--- src/rtl/pinwake_pkg.sv ---
package pinwake_pkg;

    localparam int unsigned REG_ADDR_W = 2;
    localparam int unsigned MODE_W     = 2;

    typedef enum logic [MODE_W-1:0] {
        WM_LEVEL    = 2'b00,
        WM_READREF  = 2'b01,
        WM_WRITEREF = 2'b10
    } wake_mode_e;

    typedef enum logic [REG_ADDR_W-1:0] {
        RA_DATA = 2'd0,
        RA_DIR  = 2'd1,
        RA_MASK = 2'd2,
        RA_MODE = 2'd3
    } reg_addr_e;

    // Decoded bus access for one cycle
    typedef struct packed {
        logic      wr;
        logic      rd;
        reg_addr_e addr;
    } bus_acc_t;

    function automatic logic is_ref_mode(wake_mode_e m);
        return m != WM_LEVEL;
    endfunction

    // Only code 00 written to the mode field has an effect
    function automatic logic is_mode_clear(logic [MODE_W-1:0] v);
        return v == 2'b00;
    endfunction

endpackage

--- src/rtl/pinwake_sync.sv ---
module pinwake_sync #(
    parameter int unsigned W      = 8,
    parameter int unsigned STAGES = 2
) (
    input  logic         clk,
    input  logic         rst,
    input  logic [W-1:0] din,
    output logic [W-1:0] dout
);
    logic [W-1:0] stage_q [STAGES];

    always_ff @(posedge clk) begin
        if (rst) begin
            for (int s = 0; s < STAGES; s++) stage_q[s] <= '0;
        end else begin
            stage_q[0] <= din;
            for (int s = 1; s < STAGES; s++) stage_q[s] <= stage_q[s-1];
        end
    end

    assign dout = stage_q[STAGES-1];
endmodule

--- src/rtl/pinwake_regs.sv ---
module pinwake_regs
    import pinwake_pkg::*;
#(
    parameter int unsigned W = 8
) (
    input  logic         clk,
    input  logic         rst,
    input  bus_acc_t     acc,
    input  logic [W-1:0] wdata,
    input  logic [W-1:0] pins_sync,
    output logic [W-1:0] dir_q,
    output logic [W-1:0] mask_q,
    output logic [W-1:0] out_q,
    output logic [W-1:0] ref_q,
    output wake_mode_e   mode_q,
    output logic [W-1:0] armed,
    output logic [W-1:0] rdata
);
    logic any_armed;
    logic data_rd;

    assign armed     = mask_q & dir_q;
    assign any_armed = |armed;
    assign data_rd   = acc.rd && !acc.wr && (acc.addr == RA_DATA);

    always_ff @(posedge clk) begin
        if (rst) begin
            dir_q  <= '1;
            mask_q <= '0;
            out_q  <= '0;
            ref_q  <= '0;
            mode_q <= WM_LEVEL;
        end else if (acc.wr) begin
            case (acc.addr)
                RA_DATA: begin
                    out_q <= wdata;
                    if (any_armed) begin
                        ref_q  <= wdata;
                        mode_q <= WM_WRITEREF;
                    end
                end
                RA_DIR:  dir_q  <= wdata;
                RA_MASK: mask_q <= wdata;
                RA_MODE: if (is_mode_clear(wdata[MODE_W-1:0])) mode_q <= WM_LEVEL;
                default: ;
            endcase
        end else if (data_rd && any_armed) begin
            ref_q  <= pins_sync;
            mode_q <= WM_READREF;
        end
    end

    always_comb begin
        case (acc.addr)
            RA_DATA: rdata = pins_sync;
            RA_DIR:  rdata = dir_q;
            RA_MASK: rdata = mask_q;
            RA_MODE: rdata = {{(W-MODE_W){1'b0}}, mode_q};
            default: rdata = '0;
        endcase
    end
endmodule

--- src/rtl/pinwake_detect.sv ---
module pinwake_detect
    import pinwake_pkg::*;
#(
    parameter int unsigned W = 8
) (
    input  logic         clk,
    input  logic         rst,
    input  logic [W-1:0] pins_sync,
    input  logic [W-1:0] ref_q,
    input  logic [W-1:0] armed,
    input  wake_mode_e   mode_q,
    output logic         wake_q
);
    logic [W-1:0] expect_v;
    logic [W-1:0] miss;
    logic         use_ref;

    assign use_ref = is_ref_mode(mode_q);

    for (genvar i = 0; i < W; i++) begin : g_bit
        // Level mode expects a high pin; reference modes expect the stored bit
        assign expect_v[i] = use_ref ? ref_q[i] : 1'b1;
        assign miss[i]     = armed[i] & (pins_sync[i] ^ expect_v[i]);
    end

    always_ff @(posedge clk) begin
        if (rst) wake_q <= 1'b0;
        else     wake_q <= |miss;
    end
endmodule

--- src/rtl/pinwake_cmp.sv ---
module pinwake_cmp
    import pinwake_pkg::*;
#(
    parameter int unsigned N_PINS      = 8,
    parameter int unsigned SYNC_STAGES = 2
) (
    input  logic                  clk,
    input  logic                  rst,
    input  logic [N_PINS-1:0]     pin_in,
    output logic [N_PINS-1:0]     pin_out,
    output logic [N_PINS-1:0]     pin_oe,
    input  logic [REG_ADDR_W-1:0] reg_addr,
    input  logic                  reg_wr,
    input  logic                  reg_rd,
    input  logic [N_PINS-1:0]     reg_wdata,
    output logic [N_PINS-1:0]     reg_rdata,
    output logic                  wake
);
    bus_acc_t          acc;
    logic [N_PINS-1:0] pins_sync;
    logic [N_PINS-1:0] dir_q;
    logic [N_PINS-1:0] mask_q;
    logic [N_PINS-1:0] out_q;
    logic [N_PINS-1:0] ref_q;
    logic [N_PINS-1:0] armed;
    wake_mode_e        mode_q;

    assign acc.wr   = reg_wr;
    assign acc.rd   = reg_rd;
    assign acc.addr = reg_addr_e'(reg_addr);

    pinwake_sync #(.W(N_PINS), .STAGES(SYNC_STAGES)) u_sync (
        .clk  (clk),
        .rst  (rst),
        .din  (pin_in),
        .dout (pins_sync)
    );

    pinwake_regs #(.W(N_PINS)) u_regs (
        .clk       (clk),
        .rst       (rst),
        .acc       (acc),
        .wdata     (reg_wdata),
        .pins_sync (pins_sync),
        .dir_q     (dir_q),
        .mask_q    (mask_q),
        .out_q     (out_q),
        .ref_q     (ref_q),
        .mode_q    (mode_q),
        .armed     (armed),
        .rdata     (reg_rdata)
    );

    pinwake_detect #(.W(N_PINS)) u_detect (
        .clk       (clk),
        .rst       (rst),
        .pins_sync (pins_sync),
        .ref_q     (ref_q),
        .armed     (armed),
        .mode_q    (mode_q),
        .wake_q    (wake)
    );

    assign pin_out = out_q;
    assign pin_oe  = ~dir_q;
endmodule

--- config.mk ---
export PLATFORM = sky130hd
export DESIGN_NAME = pinwake_cmp
export DESIGN_NICKNAME = d
export VERILOG_FILES = /design/src/rtl/pinwake_pkg.sv /design/src/rtl/pinwake_sync.sv /design/src/rtl/pinwake_regs.sv /design/src/rtl/pinwake_detect.sv /design/src/rtl/pinwake_cmp.sv
export SDC_FILE = /design/constraint.sdc
export NUM_CORES = 1
export LEC_CHECK = 0
export BUFFER_PORTS_ARGS = -buffer_cell sky130_fd_sc_hd__clkbuf_2
export CAP_MARGIN = 10
export CORE_ASPECT_RATIO = 0.7
export CORE_MARGIN = 1.5
export CORE_UTILIZATION = 30
export DETAILED_ROUTE_END_ITERATION = 10
export HOLD_SLACK_MARGIN = 0.15
export PLACE_DENSITY = 0.52
export SLEW_MARGIN = 20
export SYNTH_ARGS = -nofsm -noshare
export SYNTH_HDL_FRONTEND = slang
export SYNTH_HIERARCHICAL = 1
export SYNTH_SLANG_ARGS = --single-unit
export TNS_END_PERCENT = 5
--- constraint.sdc ---
create_clock -name clk -period 1.85 [get_ports clk]
set_clock_uncertainty 0.15 [all_clocks]
set_input_delay 0.2775 -clock clk [delete_from_list [all_inputs] [get_ports clk]]
set_output_delay 0.2775 -clock clk [all_outputs]
set_load 0.005 [all_outputs]
* Word level (Yosys, flattened, before mapping)
Memory sizes are Yosys's and may differ from the RTL's.
Cells that the tools add are included.
** Storage, ports and cells
- Flip-flop bits (word level) :: 35
- RAM bits :: 16
- Input port bits :: 22
- Output and inout bits :: 25
- Word-level logic and storage cells :: 73
- Memories kept :: 1
** Memories
- u_sync.stage_q :: depth 2, bits a word 8, rd ports 2, clocked after Yosys merged registers in 0, write ports 2, RTL line pinwake_sync.sv:10 : logic [W-1:0] stage_q [STAGES];
** Operators by class
- Equal/unequal tests :: 8
- Multiplexer cells :: 23
- Bitwise logic cells :: 20
- Reductions and logical operators :: 15
** Operators with widths (number)
- two-way mux 8 bit :: 6
- one-hot mux 8 bit (4 select lines) :: 1
- OR reduction 8 bit :: 2
- two-way mux 1 bit :: 11
- AND 1 bit :: 8
- AND 8 bit :: 1
- two-way mux 2 bit :: 4
- NOT 8 bit :: 1
- XOR 1 bit :: 8
- inequality test 3 x 2 -> 1 bit, second input constant :: 2
- AND reduction 2 bit :: 3
- == test 2 bit, second input constant :: 2
- logical NOT 2 bit :: 2
- inequality test 2 x 1 -> 1 bit, second input constant :: 2
- one-hot mux 2 bit (2 select lines) :: 1
- AND reduction 4 bit :: 1
- nonzero test 2 bit :: 2
- logical AND 1 bit :: 3
- inequality test 3 x 1 -> 1 bit, second input constant :: 1
- AND reduction 3 bit :: 1
- == test 2 x 1 -> 1 bit, second input constant :: 1
- bitwise OR 1 bit :: 2
- logical NOT 1 bit :: 1

* Depth between registers and ports, before layout
Gate-level depths: netlist of the first run.
- Depth after elaboration :: 6
- Mapped depth :: 6
- Gate-level depth less buffers :: 6

* Hierarchy
Netlist of the first run, hierarchy kept.
** Modules (own cells, without submodules)
- pinwake_regs :: instances 1, cells each 200, area an instance 1681.6 µm², sequential area each 680.7 µm²
- pinwake_sync :: instances 1, cells each 41, area an instance 524.3 µm², sequential area each 320.3 µm²
- pinwake_detect :: instances 1, cells each 30, area an instance 257.7 µm², sequential area each 20.0 µm²
- pinwake_cmp :: instances 1, cells each 8, area an instance 30.0 µm², sequential area each 0.0 µm²

* Worst setup path after synthesis of the first run
No wires, ideal clock.
- Path type :: reg2reg
- Start point :: reg u_regs.dir_q[1]
- End point :: reg u_regs.ref_q[7]
- Library setup time :: 150 ps
- Arrival :: 1115 ps
- Required time :: 1550 ps
- Path slack :: 436 ps
- Cell stages (with the launch flop) :: 5
- Buffers on the path :: 0
- Clock period less this slack :: 1414 ps
- Cells stage by stage :: dfxtp_1 -> nand2_1 -> and4_1 -> a211oi_4 -> a221oi_1
** Between the ends
- Word-level cells in the longest chain between the ends :: 5
- Elaborated cells between the ends (all ways) :: 6
- Classes of those cells :: eq/ne (1); bitwise (1); reduce/logical (4)
** Ends and longest elaborated chain
- from (decl) :: RTL line pinwake_regs.sv:11 : output logic [W-1:0] dir_q,
- from (signal assigned) :: RTL line pinwake_regs.sv:42 : RA_DIR: dir_q <= wdata;
- AND 8 bit * :: RTL line pinwake_regs.sv:22 : assign armed = mask_q & dir_q;
- OR reduction 8 bit * :: RTL line pinwake_regs.sv:23 : assign any_armed = |armed;
- logical AND 1 bit :: RTL line pinwake_regs.sv:47 : end else if (data_rd && any_armed) begin
- nonzero test 2 bit (no line)
- AND reduction 3 bit (no line) *
- to (signal assigned) :: RTL line pinwake_regs.sv:38 : ref_q <= wdata;
- to (signal assigned) :: RTL line pinwake_regs.sv:48 : ref_q <= pins_sync;
- to (decl) :: RTL line pinwake_regs.sv:14 : output logic [W-1:0] ref_q,
Every way passes the cells marked *; elsewhere a longest branch is shown, timed or not.
A chain may end at the register's enable or synchronous reset.

* Final worst setup path of the first run
- Start point :: reg u_regs.mode_q[0]
- End point :: out reg_rdata[0]
** Between the ends
- Word-level cells in the longest chain between the ends :: 1
** Ends and longest elaborated chain
- from (decl) :: RTL line pinwake_regs.sv:15 : output wake_mode_e mode_q,
- from (signal assigned) :: RTL line pinwake_regs.sv:32 : mode_q <= WM_LEVEL;
- from (signal assigned) :: RTL line pinwake_regs.sv:39 : mode_q <= WM_WRITEREF;
- from (signal assigned) :: RTL line pinwake_regs.sv:44 : RA_MODE: if (is_mode_clear(wdata[MODE_W-1:0])) mode_q <= WM_LEVEL;
- one-hot mux 8 bit (4 select lines) :: RTL line pinwake_regs.sv:54 : case (acc.addr)
- to (decl) :: RTL line pinwake_cmp.sv:16 : output logic [N_PINS-1:0] reg_rdata,
No other way between the ends.

==> results.md, run 1 <==
* Outcome: finished with violations
* Failing checks: DRC
* Detailed Place HPWL at 4.71 mm
* Sw power at 614 uW
* Starting Density at between 30% and 40%
* Count of final setup violators at 0
* First-pass GRT wire length at 10.3 mm
* Ant diodes at 0
* Post-synth ARST share at 0%
* Syn Inst Count at 279
* Area delta synth->final at 25.1%
* Residual DRC at 3
* Rows at 27
* Syn Std Cell Area at 0.00249 mm2
* Clock Path Buffers at 2
* Share of cells above drive strength 1 at 27.7%
* Combinational share of power at roughly 15%
* Total power draw at 2.45 mW
* CTS tree: built
* Power Dens Cells at 786 mW/mm2
* Inserted Clock Buffers at 5
* EDFF count, synth at 0
* Post-synth top flop: dfxtp_1
* Antenna violations before repair at 0
* Vias per cell at 4.67
* Final #Nets at roughly 360
* Clk network pwr share at 36.3%
* Via Count at 2,074
* Critical path peak fanout at 8
* RSZ-0062 raised after global routing: no
* Leak pwr at 1.54 nW
* CTS sink count at 51
* Top cells by area, synth: dfxtp_1 41%, mux2i_1 10%, nand2_1 6.5%, nor2_1 4.1%, inv_1 3.6%
* Fin crit period at 1.81 ns
* Setup WS post-layout at approximately 0.043 ns
* Initial DRC count at 79
* Final Hold Vio Count at 0
* Distinct cell type count after synthesis at 38
* Tcrit/Tclk final at between 90% and 100%
* Worst min path class: input port to flip-flop
* TNS Setup at 0 ns
* Max capacitance violation total at 0
* Avg WL per Cell at 14.0 um
* GRT overflow at 0
* Synthesis warning total at 6
* Seq pwr share at around half
* Switching Share at around a quarter
* CP Data Arrival Time at 1.38 ns
* Syn nets at roughly 300
* Int Power at between 1.5 and 2 mW
* Syn_area_per_cell at 8.94 um2
* Root Driver: clkbuf_16
* Leading area contributor after synthesis: dfxtp_1
* Final GP Congestion at 0.877
* Placement Setup Slack at 0.150 ns
* FF+latch count, synth at just over 50
* Largest net degree at the start of global routing at 27
* Worst slew pin tran at ~0.40 ns
* IO Pins at 47
* Htree depth at 2
* Detail Route Antenna Nets at 0
* Achievable frequency at 553 MHz
* CP Class: flip-flop to output pin
* Register area share after synthesis at 40.9%
* Vertical die dimension at 79.3 um
* Core Region at 0.00797 mm2
* Total Routing Usage GR at between 15 and 20%
* Drt total wl at 6.22 mm
* Die Span X at 112 um
* Required @ worst endpoint at 1.42 ns
* TritonRoute pass-1 iters at 9
* Vias in the first global route at 1,994
* Fillers at 847
* IO Port Bufs at 46
* Worst setup EP type: output pin
* Latest clock arrival within the worst-skew pair at 0.29 ns
* Crit path launch type: flip-flop
* Slew headroom at 73.1%
* Pins over their slew limit at 0
* Maximum vdd drop at approximately 0.00039 V
* Most common cell in the synthesized netlist: dfxtp_1
* Worst hold slack at between 0.2 and 0.25 ns
* Clock slew at reported path FFs at 0.07 ns
* Yosys top cell area share at 40.9%
* Post-synth top cells: 51 x dfxtp_1, 43 x nand2_1, 27 x nor2_1, 25 x mux2i_1, 24 x inv_1
* Die ar. at around 0.009 mm2
area by class of cell:
type	count	area, um2	area share (%)
clock inverters	2	12.5	0.401
repair buffers	79	531	17.0
clock buffers	6	129	4.13
well taps	101	126	4.05
flip-flops and latches	51	1020	32.8
multi-input cells	180	1210	38.7
inverters	25	93.8	3.01
layer usage:
metal	global-route usage, %	vias up	routed length [um]
met5	0	-	0
met4	4.94	0	97
met3	3.51	10	454
met2	21.8	69	2460
met1	21.9	949	3210
li1	-	1046	-
critical path, cell delays in order, from the launching register on:
cell	delay, ns
dfxtp_1	0.43
mux4_2	0.53
clkbuf_2	0.13
final timing paths:
check | from | end | slack, ns | depth (start not counted)
min reg2reg | u_sync/stage_q[0][4] | u_sync/stage_q[0][12] | 0.29 | 1
min | rst | u_sync/stage_q[0][7] | 0.24 | 2
max reg2reg | u_regs/mode_q[0] | u_detect/wake_q | 0.15 | 5
max | u_regs/mode_q[0] | reg_rdata[0] | 0.04 | 2
logic make-up after synthesis:
group | share of synthesized area (%)
compound gates | 12.7
xor+xnor | 1.40
buf+inv | 10.7
flops | 40.9
mux | 11.8
simple gates | 22.4
what timing repair did:
item                                    in CTS  in global routing
gates resized for setup                      1                  0
pin swaps                                    0                  1
setup buffers                                0                  2
endpoints found under the setup margin       1                  1
hold endpoints to repair                    24                  0
hold buffers                                16                  0
power groups by stage:
stage	Clock, mW	Combinational [mW]	Sequential, mW
floorplan	0	0.233	1.20
global placement	0	0.335	1.22
detailed placement	0	0.337	1.22
CTS	0.926	0.366	1.19
global route	0.976	0.411	1.20
finish	0.891	0.369	1.19
registers in the layout (all words and copies together) (netlist names):
register / count
u_regs/mask_q: 8
u_regs/dir_q: 8
u_detect/wake_q: 1
u_regs/out_q: 8
u_regs/ref_q: 8
u_regs/mode_q: 2
u_sync/stage_q: 16
cell usage in the layout, fill, tap and decap left out, types with 2 or more instances in the layout:
cell / instances
nor3_2: 2
clkbuf_16: 5
clkbuf_2: 46
dlygate4sd3_1: 16
nand3b_1: 9
mux4_2: 2
nor2_1: 27
and2b_2: 6
or3_1: 2
dfxtp_1: 50
nor2b_1: 4
inv_1: 24
mux2i_1: 25
nand2_1: 43
buf_4: 16
nand4_1: 2
o21ai_0: 16
a221oi_1: 8
nand2b_1: 3
o21bai_1: 4
xor2_1: 4
o21bai_2: 2
and4_1: 2
nor2b_2: 7
per-stage QoR:
stage / area (um2) / util, % / cells
6_report: 3120 / 39.1 / 444
5_1_grt: 3120 / 39.1 / 444
4_1_cts: 3110 / 39.0 / 442
3_5_place_dp: 2800 / 35.2 / 418
3_3_place_gp: 2800 / 35.2 / 418
2_1_floorplan: 2490 / - / 279
(Power assumes the default switching activity.)
==> run 2, diff against run 1 <==
==> constraint.sdc (replaced) <==
create_clock -name clk -period 1.85 [get_ports clk]
set_clock_uncertainty 0.15 [all_clocks]
set_input_delay 0.37 -clock clk [delete_from_list [all_inputs] [get_ports clk]]
set_output_delay 0.37 -clock clk [all_outputs]
set_load 0.005 [all_outputs]
==> results.md, run 2 (synthesis gave the netlist of run 1 again) <==
* Reg2reg setup slack at 0.13 ns (-0.02 ns)
* Final std cells w/o fill at 430 (-3.2%)
* Share of cells above drive strength 1 at 28.3% (+0.57 points)
* Max capacitance violation total at 0 (unchanged)
* Die ar. at 0.00888 mm2 (unchanged)
* Commonest non-fill, non-tap cell in the layout: dfxtp_1
* Placement Setup Slack at 0.0147 ns (-0.135 ns)
* Failing checks: DRC
* Count of final setup violators at 0 (unchanged)
* Vertical die dimension at 79.3 um (unchanged)
* IO Port Bufs at 46 (unchanged)
* Clock Path Buffers at 2 (unchanged)
* Detailed Place HPWL at 4.65 mm (-1.3%)
* Worst setup EP type: output pin
* Fin crit period at 1.85 ns (+0.0426 ns)
* Crit path launch type: flip-flop
* Clock slew at reported path FFs at 0.06 ns (about the same)
* Worst slew pin tran at 0.633 ns (+0.230 ns)
* Vias per cell at 4.72 (+0.97%)
* Initial DRC count at 149 (+89%)
* Worst min path class: input port to flip-flop
* Vias in the first global route at 1,887 (-5.4%)
* Leak pwr at 1.49 nW (-3.2%)
* Setup WS post-layout at 0.000343 ns (-0.0426 ns)
* Critical path peak fanout at 10 (+2)
* Tcrit/Tclk final at 100% (+2.3 points)
* Latest clock arrival within the worst-skew pair at 0.29 ns (about the same)
* Area delta synth->final at 20.9%
* CTS sink count at 51 (unchanged)
* Rows at 27 (unchanged)
* Placed insts at 415 (-0.72%)
* Final #Nets at 350 (-3.8%)
* GRT overflow at 0 (unchanged)
* TritonRoute pass-1 iters at 8 (-1)
* TNS Setup at 0 ns (unchanged)
* Maximum vdd drop at 0.000409 V (+3.9%)
* Worst Reg-to-Reg Cells at 4 (-1)
* CTS tree: built
* Inserted Clock Buffers at 5 (unchanged)
* CP Data Arrival Time at 1.33 ns (-0.05 ns)
* Number of setup buffers added after CTS at 0 (unchanged)
* Htree depth at 2 (unchanged)
* Total Routing Usage GR at 14.4% (-0.65 points)
* Power Dens Cells at 804 mW/mm2 (+2.3%)
* Placed Area at 0.00279 mm2 (-0.36%)
* CP Class: flip-flop to output pin
* Final GP Congestion at 0.796 (-9.2%)
* Post-route cell area at 0.00302 mm2 (-3.4%)
* Largest Register: u_sync/stage_q
* Detail Route Antenna Nets at 0 (unchanged)
* Required @ worst endpoint at 1.33 ns (-0.09 ns)
* Outcome: finished with violations
* Root Driver: clkbuf_16
* Commonest cells after routing, fill and taps aside: 49 x dfxtp_1, 45 x clkbuf_2, 43 x nand2_1
* Pins over their slew limit at 0 (unchanged)
* Ant diodes at 0 (unchanged)
* Hold path depth at 2 (unchanged)
* Achievable frequency at 541 MHz (-2.3%)
* Slew headroom at 57.5% (-16 points)
* Max reg flops at 16 (unchanged)
* IO Pins at 47 (unchanged)
* First-pass GRT wire length at 9.87 mm (-4.2%)
* RSZ-0062 raised after global routing: yes
* Residual DRC at 3 (unchanged)
* Avg WL per Cell at 14.1 um (+0.58%)
* Largest net degree at the start of global routing at 26 (-3.7%)
* Die Span X at 112 um (unchanged)
* Drt total wl at 6.06 mm (-2.6%)
* Starting Density at 31.3% (unchanged)
* Core Region at 0.00797 mm2 (unchanged)
* Worst hold slack at 0.155 ns (-0.0835 ns)
* Via Count at 2,028 (-2.2%)
* Final Hold Vio Count at 0 (unchanged)
* Antenna violations before repair at 0 (unchanged)
[run 2: cell count changes in the layout (fill, tap and decap cells not counted), moves of 2 or more]
cell           previous run  this run
clkinv_2                  1         3
dfxtp_4                   0         2
dlygate4sd3_1            16         7
buf_4                    16        10
[run 2: through the flow]
step	power (mW)	util, %
floorplan	1.43	-
global placement	1.55	35.0
detailed placement	1.55	35.0
CTS	2.46	37.8
global route	2.55	37.8
finish	2.42	37.8
[run 2: power by group]
group	internal [mW]	switching [mW]	leakage (nW)
Combinational	0.172	0.175	0.999
Clock	0.494	0.392	0.0733
Sequential	1.15	0.0411	0.419
[run 2: repair_timing]
item	in CTS	in global routing
hold buffers	7	0
setup endpoints to repair	2	7
gates resized for setup	4	3
hold endpoints to repair	7	0
[run 2: final timing paths]
kind | start | end
max | u_regs/mode_q[0] | reg_rdata[0]
min | pin_in[2] | u_sync/stage_q[0][2]
max reg2reg | u_regs/dir_q[1] | u_regs/ref_q[7]
min reg2reg | u_sync/stage_q[0][2] | u_sync/stage_q[0][10]
[run 2: per-layer routing]
layer,part of all wire [%],vias to the layer above,GRT usage (%)
li1,-,1017,-
met1,52,955,21.0
met2,41,54,21.2
met3,6.8,2,3.89
met4,0.31,0,3.04
met5,0,-,0
[run 2: critical path, stage by stage, from the launching register on]
cell,delay (ns)
dfxtp_4,0.40
mux4_2,0.51
clkbuf_2,0.13
[run 2: layout make-up]
cell class	instances	area (um2)
sequential	51	1030
multi-input combinational	180	1210
inverter	25	93.8
clock inverter	3	15.0
timing repair buffer	65	418
tap	101	126
fill	841	4960
clock buffer	5	125
==> run 3, diff against run 2 <==
--- a/config.mk
+++ b/config.mk
@@ -8,7 +8,6 @@
 export BUFFER_PORTS_ARGS = -buffer_cell sky130_fd_sc_hd__clkbuf_2
 export CAP_MARGIN = 10
 export CORE_ASPECT_RATIO = 0.7
-export CORE_MARGIN = 1.5
 export CORE_UTILIZATION = 30
 export DETAILED_ROUTE_END_ITERATION = 10
 export HOLD_SLACK_MARGIN = 0.15
==> constraint.sdc (replaced) <==
create_clock -name clk -period 2.35 [get_ports clk]
set_clock_uncertainty 0.15 [all_clocks]
set_input_delay 0.47 -clock clk [delete_from_list [all_inputs] [get_ports clk]]
set_output_delay 0.47 -clock clk [all_outputs]
set_load 0.005 [all_outputs]
==> results.md, run 3 (synthesis gave the netlist of run 1 again) <==
* Vias in the first global route at 1,962 (+4.0%)
* IO Pins at 47 (unchanged)
* Worst setup EP type: output pin
* Fin crit period at between 2 and 2.5 ns
* Maximum vdd drop at 0.000242 V (-41%)
* Antenna violations before repair at 0 (unchanged)
* Latest clock arrival within the worst-skew pair at 0.29 ns (about the same)
* Starting Density at 31.3% (unchanged)
* Power Dens Cells at 698 mW/mm2 (-13%)
* Total Routing Usage GR at 14.7% (+0.34 points)
* Die ar. at 0.00869 mm2 (-2.1%)
* Post-route cell area at 0.00291 mm2 (-3.4%)
* Avg WL per Cell at 14.4 um (+2.5%)
* GRT overflow at 0 (unchanged)
* Drt total wl at 6.05 mm (-0.15%)
* CTS sink count at 51 (unchanged)
* Largest Register: u_sync/stage_q
* Achievable frequency at 477 MHz
* CP Data Arrival Time at 1.48 ns (+0.15 ns)
* Clock slew at reported path FFs at 0.06 ns (about the same)
* Htree depth at 2 (unchanged)
* Worst Reg-to-Reg Cells at 4 (unchanged)
* Post-CTS resize count at 0 (-4)
* Share of cells above drive strength 1 at 27.0% (-1.2 points)
* Setup WS post-layout at 0.255 ns (+0.254 ns)
* CTS tree: built
* Initial DRC count at 84 (-44%)
* Failing checks: DRC
* Crit path max-delay family: buffers and inverters
* TritonRoute pass-1 iters at 8 (unchanged)
* Final #Nets at 339 (-3.1%)
* Final Hold Vio Count at 0 (unchanged)
* Leak pwr at 1.44 nW (-3.2%)
* Hold path depth at 2 (unchanged)
* Crit path launch type: input port
* Total power draw at 2.03 mW (-16%)
* Via Count at 2,004 (-1.2%)
* Commonest non-fill, non-tap cell in the layout: dfxtp_1
* Clock Path Buffers at 2 (unchanged)
* Required @ worst endpoint at 1.73 ns (+0.40 ns)
* Commonest cells after routing, fill and taps aside: 51 x dfxtp_1, 46 x clkbuf_2, 43 x nand2_1
* Root Driver: clkbuf_16
* Clk network pwr share at 41.3% (+4.7 points)
* Pins over their slew limit at 0 (unchanged)
* Worst slew pin tran at 0.736 ns (+0.103 ns)
* Ant diodes at 0 (unchanged)
* Placed insts at 411 (-0.96%)
* Worst path cell trace: clkbuf_2, nor2b_1, buf_4, nand2_1, o21ai_0, clkbuf_2
* Reg2reg setup slack at 0.58 ns (+0.45 ns)
* RSZ-0062 raised after global routing: no
* Slew headroom at 50.6% (-6.9 points)
* Largest net degree at the start of global routing at 23 (-12%)
* Outcome: finished with violations
* Hold path endpoint: u_sync/stage_q[0][7]
* Fillers at 850 (+1.1%)
* Core Util, Final at 36.5% (-1.3 points)
* Placement Setup Slack at 0.254 ns (+0.239 ns)
* Hold Path Origin: pin_in[7]
* Vias per cell at 4.78 (+1.4%)
* Final std cells w/o fill at 419 (-2.6%)
* Inserted Clock Buffers at 5 (unchanged)
* IO Port Bufs at 46 (unchanged)
* Vertical die dimension at 78.3 um (-1.3%)
* CP dominant cell by count: clkbuf_2
* Detailed Place HPWL at 4.64 mm (-0.14%)
* Worst Path Buf+Inv at 3 (+2)
* Count of final setup violators at 0 (unchanged)
* Number of setup buffers added after CTS at 0 (unchanged)
* CP Class: input port to output pin
* Worst min path class: input port to flip-flop
* Residual DRC at 6 (+3)
* Die Span X at 111 um (-0.89%)
* Worst hold slack at 0.238 ns (+0.0829 ns)
* RR Startpoint: u_regs/dir_q[1]
* Tcrit/Tclk final at 89.2%
* Crit-path max cell delay at 0.33 ns (-0.18 ns)
* FF-to-FF End: u_regs/ref_q[7]
* Hold buffers post-CTS at 0 (-7)
* Combinational share of power at 12.5% (-1.8 points)
* Crit-path slowest cell: nor2b_1
* Rows at 27 (unchanged)
* Max reg flops at 16 (unchanged)
* Critical path peak fanout at 9 (-1)
* Sw power at 479 uW (-21%)
* Detail Route Antenna Nets at 0 (unchanged)
* Placed Area at 0.00274 mm2 (-2.0%)
* Final GP Congestion at 0.823 (+3.4%)
* Max capacitance violation total at 0 (unchanged)
* Int Power at 1.55 mW (-14%)
* First-pass GRT wire length at 10.1 mm (+2.0%)
* Core Region at 0.00797 mm2 (unchanged)
* Switching Share at 23.5% (-1.6 points)
* Seq pwr share at 46.2% (-2.9 points)
* Area delta synth->final at 16.8%
* TNS Setup at 0 ns (unchanged)
==> run 3: power groups by stage <==
| stage | registers, mW | clock network [mW] | logic, mW |
|---|---|---|---|
| 3_3_place_gp | 0.957 | 0 | 0.250 |
| 5_1_grt | 0.944 | 0.903 | 0.283 |
| 4_1_cts | 0.939 | 0.862 | 0.256 |
| 2_1_floorplan | 0.941 | 0 | 0.184 |
| 3_5_place_dp | 0.959 | 0 | 0.254 |
| 6_report | 0.938 | 0.839 | 0.255 |
==> run 3: worst register-to-register path: cells and delay by family (launching register included) <==
family | cells | cell delay, ns
AOI/OAI and AO/OA | 2 | 0.64
DFF | 1 | 0.41
and+or+nand+nor | 2 | 0.41
==> run 3: metal layers <==
layer	wire, um	vias up	global-route usage [%]
met5	0	-	0
met4	34	0	3.29
met3	363	6	3.47
met2	2580	63	23.5
met1	3070	944	20.2
li1	-	991	-
==> run 3: worst max-delay path by stage <==
| stage | startpoint | end | slack (ns) | cells past startpoint |
|---|---|---|---|---|
| CTS | reg_addr[0] | reg_rdata[4] | 0.24 | 6 |
| global placement | reg_addr[0] | reg_rdata[4] | 0.30 | 6 |
| detailed placement | reg_addr[0] | reg_rdata[4] | 0.25 | 6 |
| floorplan | reg_addr[0] | reg_rdata[0] | 0.66 | 2 |
| finish | reg_addr[0] | reg_rdata[4] | 0.25 | 6 |
| global route | reg_addr[0] | reg_rdata[3] | 0.14 | 6 |
==> run 3: layout make-up <==
cell class,count,area [um2],share of cell area [%]
Clock inverter,2,35.0,1.20
Timing Repair Buffer,54,290,9.97
Inverter,25,93.8,3.22
Tap cell,101,126,4.34
Clock buffer,6,139,4.77
Multi-Input combinational cell,180,1210,41.4
Sequential cell,51,1020,35.1
